`src/rtl/hreg_pkg.sv`:
```
package hreg_pkg;
  localparam int AW = 8;

  localparam logic [AW-1:0] A_CTRL_A = 8'h00;
  localparam logic [AW-1:0] A_CTRL_B = 8'h01;
  localparam logic [AW-1:0] A_MASK   = 8'h1E;
  localparam logic [AW-1:0] A_IRR    = 8'h1F;
  localparam logic [AW-1:0] A_STAGE  = 8'h3B;
  localparam int CH_BASE   = 'h40;
  localparam int CH_STRIDE = 'h10;
  localparam int OFS_TX    = 0;
  localparam int OFS_RX    = 1;
  localparam int OFS_STAT  = 2;

  function automatic logic [AW-1:0] chan_addr(input int ch, input int ofs);
    return AW'(CH_BASE + CH_STRIDE * ch + ofs);
  endfunction
endpackage

```
`src/rtl/hreg_wr_gate.sv`:
```
module hreg_wr_gate
  import hreg_pkg::*;
#(
  parameter int DW          = 8,
  parameter int MIN_WR_CLKS = 3
) (
  input  logic          clk,
  input  logic          rst_n,
  input  logic          cs,
  input  logic          wr,
  input  logic [AW-1:0] addr,
  input  logic [DW-1:0] wdata,
  output logic [DW-1:0] staging,
  output logic          commit,
  output logic [AW-1:0] commit_addr,
  output logic [DW-1:0] commit_data
);
  localparam int CW = $clog2(MIN_WR_CLKS + 1);
  localparam logic [CW-1:0] CMAX = CW'(MIN_WR_CLKS);

  logic          active;
  logic [CW-1:0] run_q;

  assign active = cs && wr;

  // Commit happens on the edge that completes the minimum strobe run
  assign commit      = active && (run_q == CMAX - 1'b1);
  assign commit_addr = addr;
  assign commit_data = wdata;

  always_ff @(posedge clk) begin
    if (!rst_n) begin
      run_q   <= '0;
      staging <= '0;
    end else begin
      if (active) begin
        staging <= wdata;
        run_q   <= (run_q == CMAX) ? CMAX : run_q + 1'b1;
      end else begin
        run_q <= '0;
      end
    end
  end
endmodule

```
`src/rtl/hreg_chan_group.sv`:
```
module hreg_chan_group
  import hreg_pkg::*;
#(
  parameter int DW = 8,
  parameter int CH = 0
) (
  input  logic          clk,
  input  logic          rst_n,
  input  logic          commit,
  input  logic [AW-1:0] commit_addr,
  input  logic [DW-1:0] commit_data,
  input  logic          tick,
  input  logic [DW-1:0] status_new,
  input  logic          irr_clr,
  output logic [DW-1:0] tx_ctrl,
  output logic [DW-1:0] rx_ctrl,
  output logic [DW-1:0] status_q,
  output logic          irr_bit
);
  localparam logic [AW-1:0] A_TX = chan_addr(CH, OFS_TX);
  localparam logic [AW-1:0] A_RX = chan_addr(CH, OFS_RX);

  always_ff @(posedge clk) begin
    if (!rst_n) begin
      tx_ctrl  <= '0;
      rx_ctrl  <= '0;
      status_q <= '0;
      irr_bit  <= 1'b0;
    end else begin
      if (commit && commit_addr == A_TX) tx_ctrl <= commit_data;
      if (commit && commit_addr == A_RX) rx_ctrl <= commit_data;
      if (tick) status_q <= status_new;
      // a fresh frame event outranks the host's clear
      if (tick)         irr_bit <= 1'b1;
      else if (irr_clr) irr_bit <= 1'b0;
    end
  end
endmodule

```
`src/rtl/hreg_read_port.sv`:
```
module hreg_read_port
  import hreg_pkg::*;
#(
  parameter int DW  = 8,
  parameter int NCH = 3
) (
  input  logic              clk,
  input  logic              rst_n,
  input  logic              cs,
  input  logic              rd,
  input  logic [AW-1:0]     addr,
  input  logic [DW-1:0]     ctrl_a,
  input  logic [DW-1:0]     ctrl_b,
  input  logic [NCH-1:0]    mask,
  input  logic [NCH-1:0]    irr,
  input  logic [DW-1:0]     staging,
  input  logic [NCH*DW-1:0] tx_flat,
  input  logic [NCH*DW-1:0] rx_flat,
  input  logic [NCH*DW-1:0] stat_flat,
  output logic              irr_clr,
  output logic [DW-1:0]     rdata
);
  logic          active, active_q, first;
  logic [DW-1:0] sel;

  assign active  = cs && rd;
  assign first   = active && !active_q;
  assign irr_clr = first && (addr == A_IRR);

  always_comb begin
    sel = '0;
    unique case (addr)
      A_CTRL_A: sel = ctrl_a;
      A_CTRL_B: sel = ctrl_b;
      A_MASK:   sel[NCH-1:0] = mask;
      A_IRR:    sel[NCH-1:0] = irr;
      A_STAGE:  sel = staging;
      default:  sel = '0;
    endcase
    for (int c = 0; c < NCH; c++) begin
      if (addr == chan_addr(c, OFS_TX))   sel = tx_flat[c*DW +: DW];
      if (addr == chan_addr(c, OFS_RX))   sel = rx_flat[c*DW +: DW];
      if (addr == chan_addr(c, OFS_STAT)) sel = stat_flat[c*DW +: DW];
    end
  end

  always_ff @(posedge clk) begin
    if (!rst_n) begin
      active_q <= 1'b0;
      rdata    <= '0;
    end else begin
      active_q <= active;
      if (first)        rdata <= sel;
      else if (!active) rdata <= '0;
    end
  end
endmodule

```
`src/rtl/hreg_shadow_regfile.sv`:
```
module hreg_shadow_regfile
  import hreg_pkg::*;
#(
  parameter int DW          = 8,
  parameter int NCH         = 3,
  parameter int MIN_WR_CLKS = 3
) (
  input  logic              clk,
  input  logic              rst_n,
  input  logic              host_cs,
  input  logic              host_wr,
  input  logic              host_rd,
  input  logic [7:0]        host_addr,
  input  logic [DW-1:0]     host_wdata,
  output logic [DW-1:0]     host_rdata,
  input  logic [NCH-1:0]    frame_tick,
  input  logic [NCH*DW-1:0] status_in,
  output logic [DW-1:0]     ctrl_a,
  output logic [DW-1:0]     ctrl_b,
  output logic [NCH*DW-1:0] tx_ctrl,
  output logic [NCH*DW-1:0] rx_ctrl,
  output logic              irq
);
  logic [DW-1:0]     staging_q;
  logic              commit;
  logic [AW-1:0]     commit_addr;
  logic [DW-1:0]     commit_data;
  logic [NCH-1:0]    mask_q;
  logic [NCH-1:0]    irr_vec;
  logic [NCH*DW-1:0] stat_flat;
  logic              irr_clr;

  hreg_wr_gate #(.DW(DW), .MIN_WR_CLKS(MIN_WR_CLKS)) wr_gate_i (
    .clk(clk), .rst_n(rst_n), .cs(host_cs), .wr(host_wr),
    .addr(host_addr), .wdata(host_wdata), .staging(staging_q),
    .commit(commit), .commit_addr(commit_addr), .commit_data(commit_data)
  );

  always_ff @(posedge clk) begin
    if (!rst_n) begin
      ctrl_a <= '0;
      ctrl_b <= '0;
      mask_q <= '0;
    end else if (commit) begin
      if (commit_addr == A_CTRL_A) ctrl_a <= commit_data;
      if (commit_addr == A_CTRL_B) ctrl_b <= commit_data;
      if (commit_addr == A_MASK)   mask_q <= commit_data[NCH-1:0];
    end
  end

  for (genvar c = 0; c < NCH; c++) begin : g_chan
    hreg_chan_group #(.DW(DW), .CH(c)) grp_i (
      .clk(clk), .rst_n(rst_n),
      .commit(commit), .commit_addr(commit_addr), .commit_data(commit_data),
      .tick(frame_tick[c]), .status_new(status_in[c*DW +: DW]),
      .irr_clr(irr_clr),
      .tx_ctrl(tx_ctrl[c*DW +: DW]), .rx_ctrl(rx_ctrl[c*DW +: DW]),
      .status_q(stat_flat[c*DW +: DW]), .irr_bit(irr_vec[c])
    );
  end

  hreg_read_port #(.DW(DW), .NCH(NCH)) rd_port_i (
    .clk(clk), .rst_n(rst_n), .cs(host_cs), .rd(host_rd), .addr(host_addr),
    .ctrl_a(ctrl_a), .ctrl_b(ctrl_b), .mask(mask_q), .irr(irr_vec),
    .staging(staging_q), .tx_flat(tx_ctrl), .rx_flat(rx_ctrl),
    .stat_flat(stat_flat), .irr_clr(irr_clr), .rdata(host_rdata)
  );

  assign irq = |(irr_vec & mask_q);
endmodule

```
`config.mk`:
```
export PLATFORM = sky130hd
export DESIGN_NAME = hreg_shadow_regfile
export DESIGN_NICKNAME = d
export VERILOG_FILES = /design/src/rtl/hreg_pkg.sv /design/src/rtl/hreg_wr_gate.sv /design/src/rtl/hreg_chan_group.sv /design/src/rtl/hreg_read_port.sv /design/src/rtl/hreg_shadow_regfile.sv
export SDC_FILE = /design/constraint.sdc
export NUM_CORES = 1
export LEC_CHECK = 0
export BUFFER_PORTS_ARGS = -buffer_cell sky130_fd_sc_hd__buf_2
export CAP_MARGIN = 15
export CORE_ASPECT_RATIO = 0.7
export CORE_MARGIN = 5
export CORE_UTILIZATION = 50
export DETAILED_ROUTE_END_ITERATION = 8
export GPL_TIMING_DRIVEN = 0
export PLACE_DENSITY = 0.75
export RECOVER_POWER = 25
export SKIP_CTS_REPAIR_TIMING = 1
export SLEW_MARGIN = 10
export SYNTH_ARGS = -nofsm -noshare
export SYNTH_HDL_FRONTEND = slang
export SYNTH_HIERARCHICAL = 1
export SYNTH_SLANG_ARGS = --single-unit
```
`constraint.sdc`:
```
create_clock -name clk -period 2 [get_ports clk]
set_clock_uncertainty 0.2 [all_clocks]
set_input_delay 0.3 -clock clk [delete_from_list [all_inputs] [get_ports clk]]
set_output_delay 0.3 -clock clk [all_outputs]
set_load 0.01 [all_outputs]
```
==> impl_metrics.yaml <==
status:
  status: "finished, violations left"
  failed_checks: "negative hold slack"
yosys:
  synth_area_leader_cell: "dfxtp_1"
  synth_edf_count: 0
  synthDominantCellAreaShare_pct: 37.6
  synthFlopType: "dfxtp_1"
  synth_cells: 677
  ys_seq_elements: 113
  avgSynthCellArea_um2: 8.88
  ys_types: 68
  yosysWarnings: 6
  synth_top_cells_by_area: "dfxtp_1 (38%), mux2i_1 (16%), nand2_1 (7.7%)"
  syn-num-nets: 725
  async_flop_share_pct: 0
  syn_area_mm2: 0.00601
  ys_seq_area_share_pct: 37.6
die:
  start_util_pct: 51.2
  dieHeight_um: 102
  io_pins: 121
  dieArea_mm2: 0.0143
  die_x_um: 141
  placementRows: 33
  core_mm2: 0.0117
sta:
  tightest_slew_ps: 660
  rsz0062_at_grt: "yes"
  slew_headroom_pct: 56.0
  setup_ws_ps: 39.0
  fmax_mhz: 510
  fin_crit_sh_pct: 98.0
  setup_viol: 0
  hold_viol_final: 8
  timing.hold.ws_ps: -30.1
  final.min_clock_period_ps: 1960
  drv_slew: 0
routing:
  num_vias: 6167
  drt_wl_total_um: 21800
  first_pass_iters: 5
  drt_iter0_markers: 678
  ant_nets: 0
  drc: 0
  wire_per_inst_um: 21.5
  vias_per_cell: 6.06
finish:
  final_util_pct: 67.3
  layout-drive-gt1-share_pct: 25.2
  nets: 895
  fill_cells: 970
  mostFrequentLayoutCells: "nand2_1 (123), dfxtp_1 (112), buf_2 (107), mux2i_1 (96), clkbuf_1 (35)"
  final_common_cell: "nand2_1"
  regArea_mm2: 0.00226
  antenna-diode-count: 0
  syn2layout_area_growth_pct: 31.3
  multi_input_area_mm2: 0.00340
critical_path:
  cp_data_required_time_ps: 2110
  crit_path_end_kind: "flip-flop"
  crit_arrival_ps: 2070
  path_cells: "buf_2, or4b_1, nor2_4, a2111o_1, o211ai_1, a221oi_1"
  critPathLaunchType: "input pin"
  cp_slowest_stage_delay_ps: 790
  cpMaxStageDelayCell: "or4b_1"
  critPathTopFamily: "simple AND/OR/NAND/NOR gates"
  worst-path-buf-inv: 1
  cp_max_fo: 9
  crit_type: "in2reg"
global_route:
  grt_overflow: 0
  antenna_found_initial: 0
  grt_usage_pct: 29.6
  grt_pass1_wl_um: 32600
  grt_max_degree: 26
  grt_pass1_vias: 5861
cts:
  clkSinkCount: 113
  ctsLongestPathBuffers: 2
  cts_buffers: 17
  clk_latency_ps: 410
  root_buffer: "clkbuf_16"
  cts_tree: "yes"
  h-tree-depth: 4
  clkTransAtPathRegs_ps: 50
placed_design:
  io_buffers: 115
  gp_congestion: 1.01
  dp_slack_ps: -576
  dp_hpwl_um: 16200
pwr:
  p_leak_nw: 3.27
  ir_worst_vdd_uv: 585
  pwr_density_cell_mw_per_mm2: 766
  total_power_w: 0.00604
job:
  drv_cap: 0
hold_path:
  hp-class: "in2reg"
power breakdown:
part	internal, W	switching, W
registers	0.00230	0.0000477
logic	0.000233	0.000328
clock network	0.00203	0.00111
layout make-up:
type | count | area share [%]
plain buffers | 62 | 5.11
well taps | 157 | 2.49
multi-input cells | 487 | 43.1
inverters | 12 | 0.571
clock buffers | 20 | 5.79
clock inverters | 12 | 1.98
repair buffers | 154 | 12.2
flip-flops and latches | 113 | 28.7
final timing paths:
path	from	to	slack, ps	cells past startpoint
setup reg to reg	wr_gate_i/run_q[1]$_SDFF_PN0_	g_chan[1].grp_i/rx_ctrl[6]$_SDFFE_PN0P_	80	6
hold / removal	status_in[11]	g_chan[1].grp_i/status_q[3]$_SDFFE_PN0P_	-30	3
setup / recovery	host_addr[7]	rd_port_i/rdata[2]$_SDFFE_PN0P_	40	6
hold reg to reg	wr_gate_i/staging[6]$_SDFFE_PN0P_	wr_gate_i/staging[6]$_SDFFE_PN0P_	270	2
state kept, by name (all words and copies together), names as in the netlist:
name / count
ctrl_b: 8
g_chan.grp_i/tx_ctrl: 24
wr_gate_i/run_q: 2
g_chan.grp_i/rx_ctrl: 24
ctrl_a: 8
mask_q: 3
wr_gate_i/staging: 8
rd_port_i/active_q: 1
g_chan.grp_i/irr_bit: 3
g_chan.grp_i/status_q: 24
rd_port_i/rdata: 8
metal layers:
layer	global-route usage [%]	up-vias	wire length, um
li1	-	2784	-
met1	41.1	2907	9070
met2	44.4	426	9300
met3	9.44	50	2910
met4	8.49	0	567
met5	0	-	0
logic make-up (layout without fill, tap and decap cells):
family / Yosys count / count (layout) / synth area share, %
simple gates: 266 / 266 / 24.3
compound gates: 122 / 122 / 14.3
flops: 113 / 113 / 37.6
mux: 99 / 99 / 16.5
buf+inv: 77 / 260 / 7.22
through the flow:
step	hold WS (ps)	cell area (um^2)	setup TNS, ps	instances
after floorplan	228	6030	-897	677
after global routing	-17.1	7890	-138	1017
final	-30.1	7890	0	1017
after CTS	-61.6	7420	-3950	982
after global placement	249	6800	-27510	949
after detailed placement	250	6810	-29410	950
synth_stat cells, types with 3 or more instances:
cell type / instances
dfxtp_1: 113
a221oi_1: 6
nor4_1: 5
or3_1: 5
nor2_1: 19
nand4_1: 13
nand2_1: 123
nand3b_1: 5
nor2b_1: 30
o22ai_1: 12
a221o_1: 3
nor3_4: 3
o21ai_1: 8
nand3_1: 4
nand2b_1: 8
a22o_1: 6
nand4bb_1: 5
a22oi_1: 5
or4_1: 3
o31ai_1: 8
buf_2: 9
mux2i_1: 97
a21oi_1: 22
o211ai_1: 5
a211oi_1: 8
and4_1: 3
buf_4: 21
clkbuf_1: 25
o21ai_0: 15
o21a_1: 5
buf_6: 7
nor3_1: 12
inv_1: 12
or4b_4: 3
and3_1: 5
worst reg2reg max path: stages, from the launching register on:
cell       delay [ps]
dfxtp_2           330
inv_2              50
nor3b_4           260
nand4bb_1         220
or3_1             430
buf_6             180
mux2i_1           140
(Power assumes the default switching activity.)
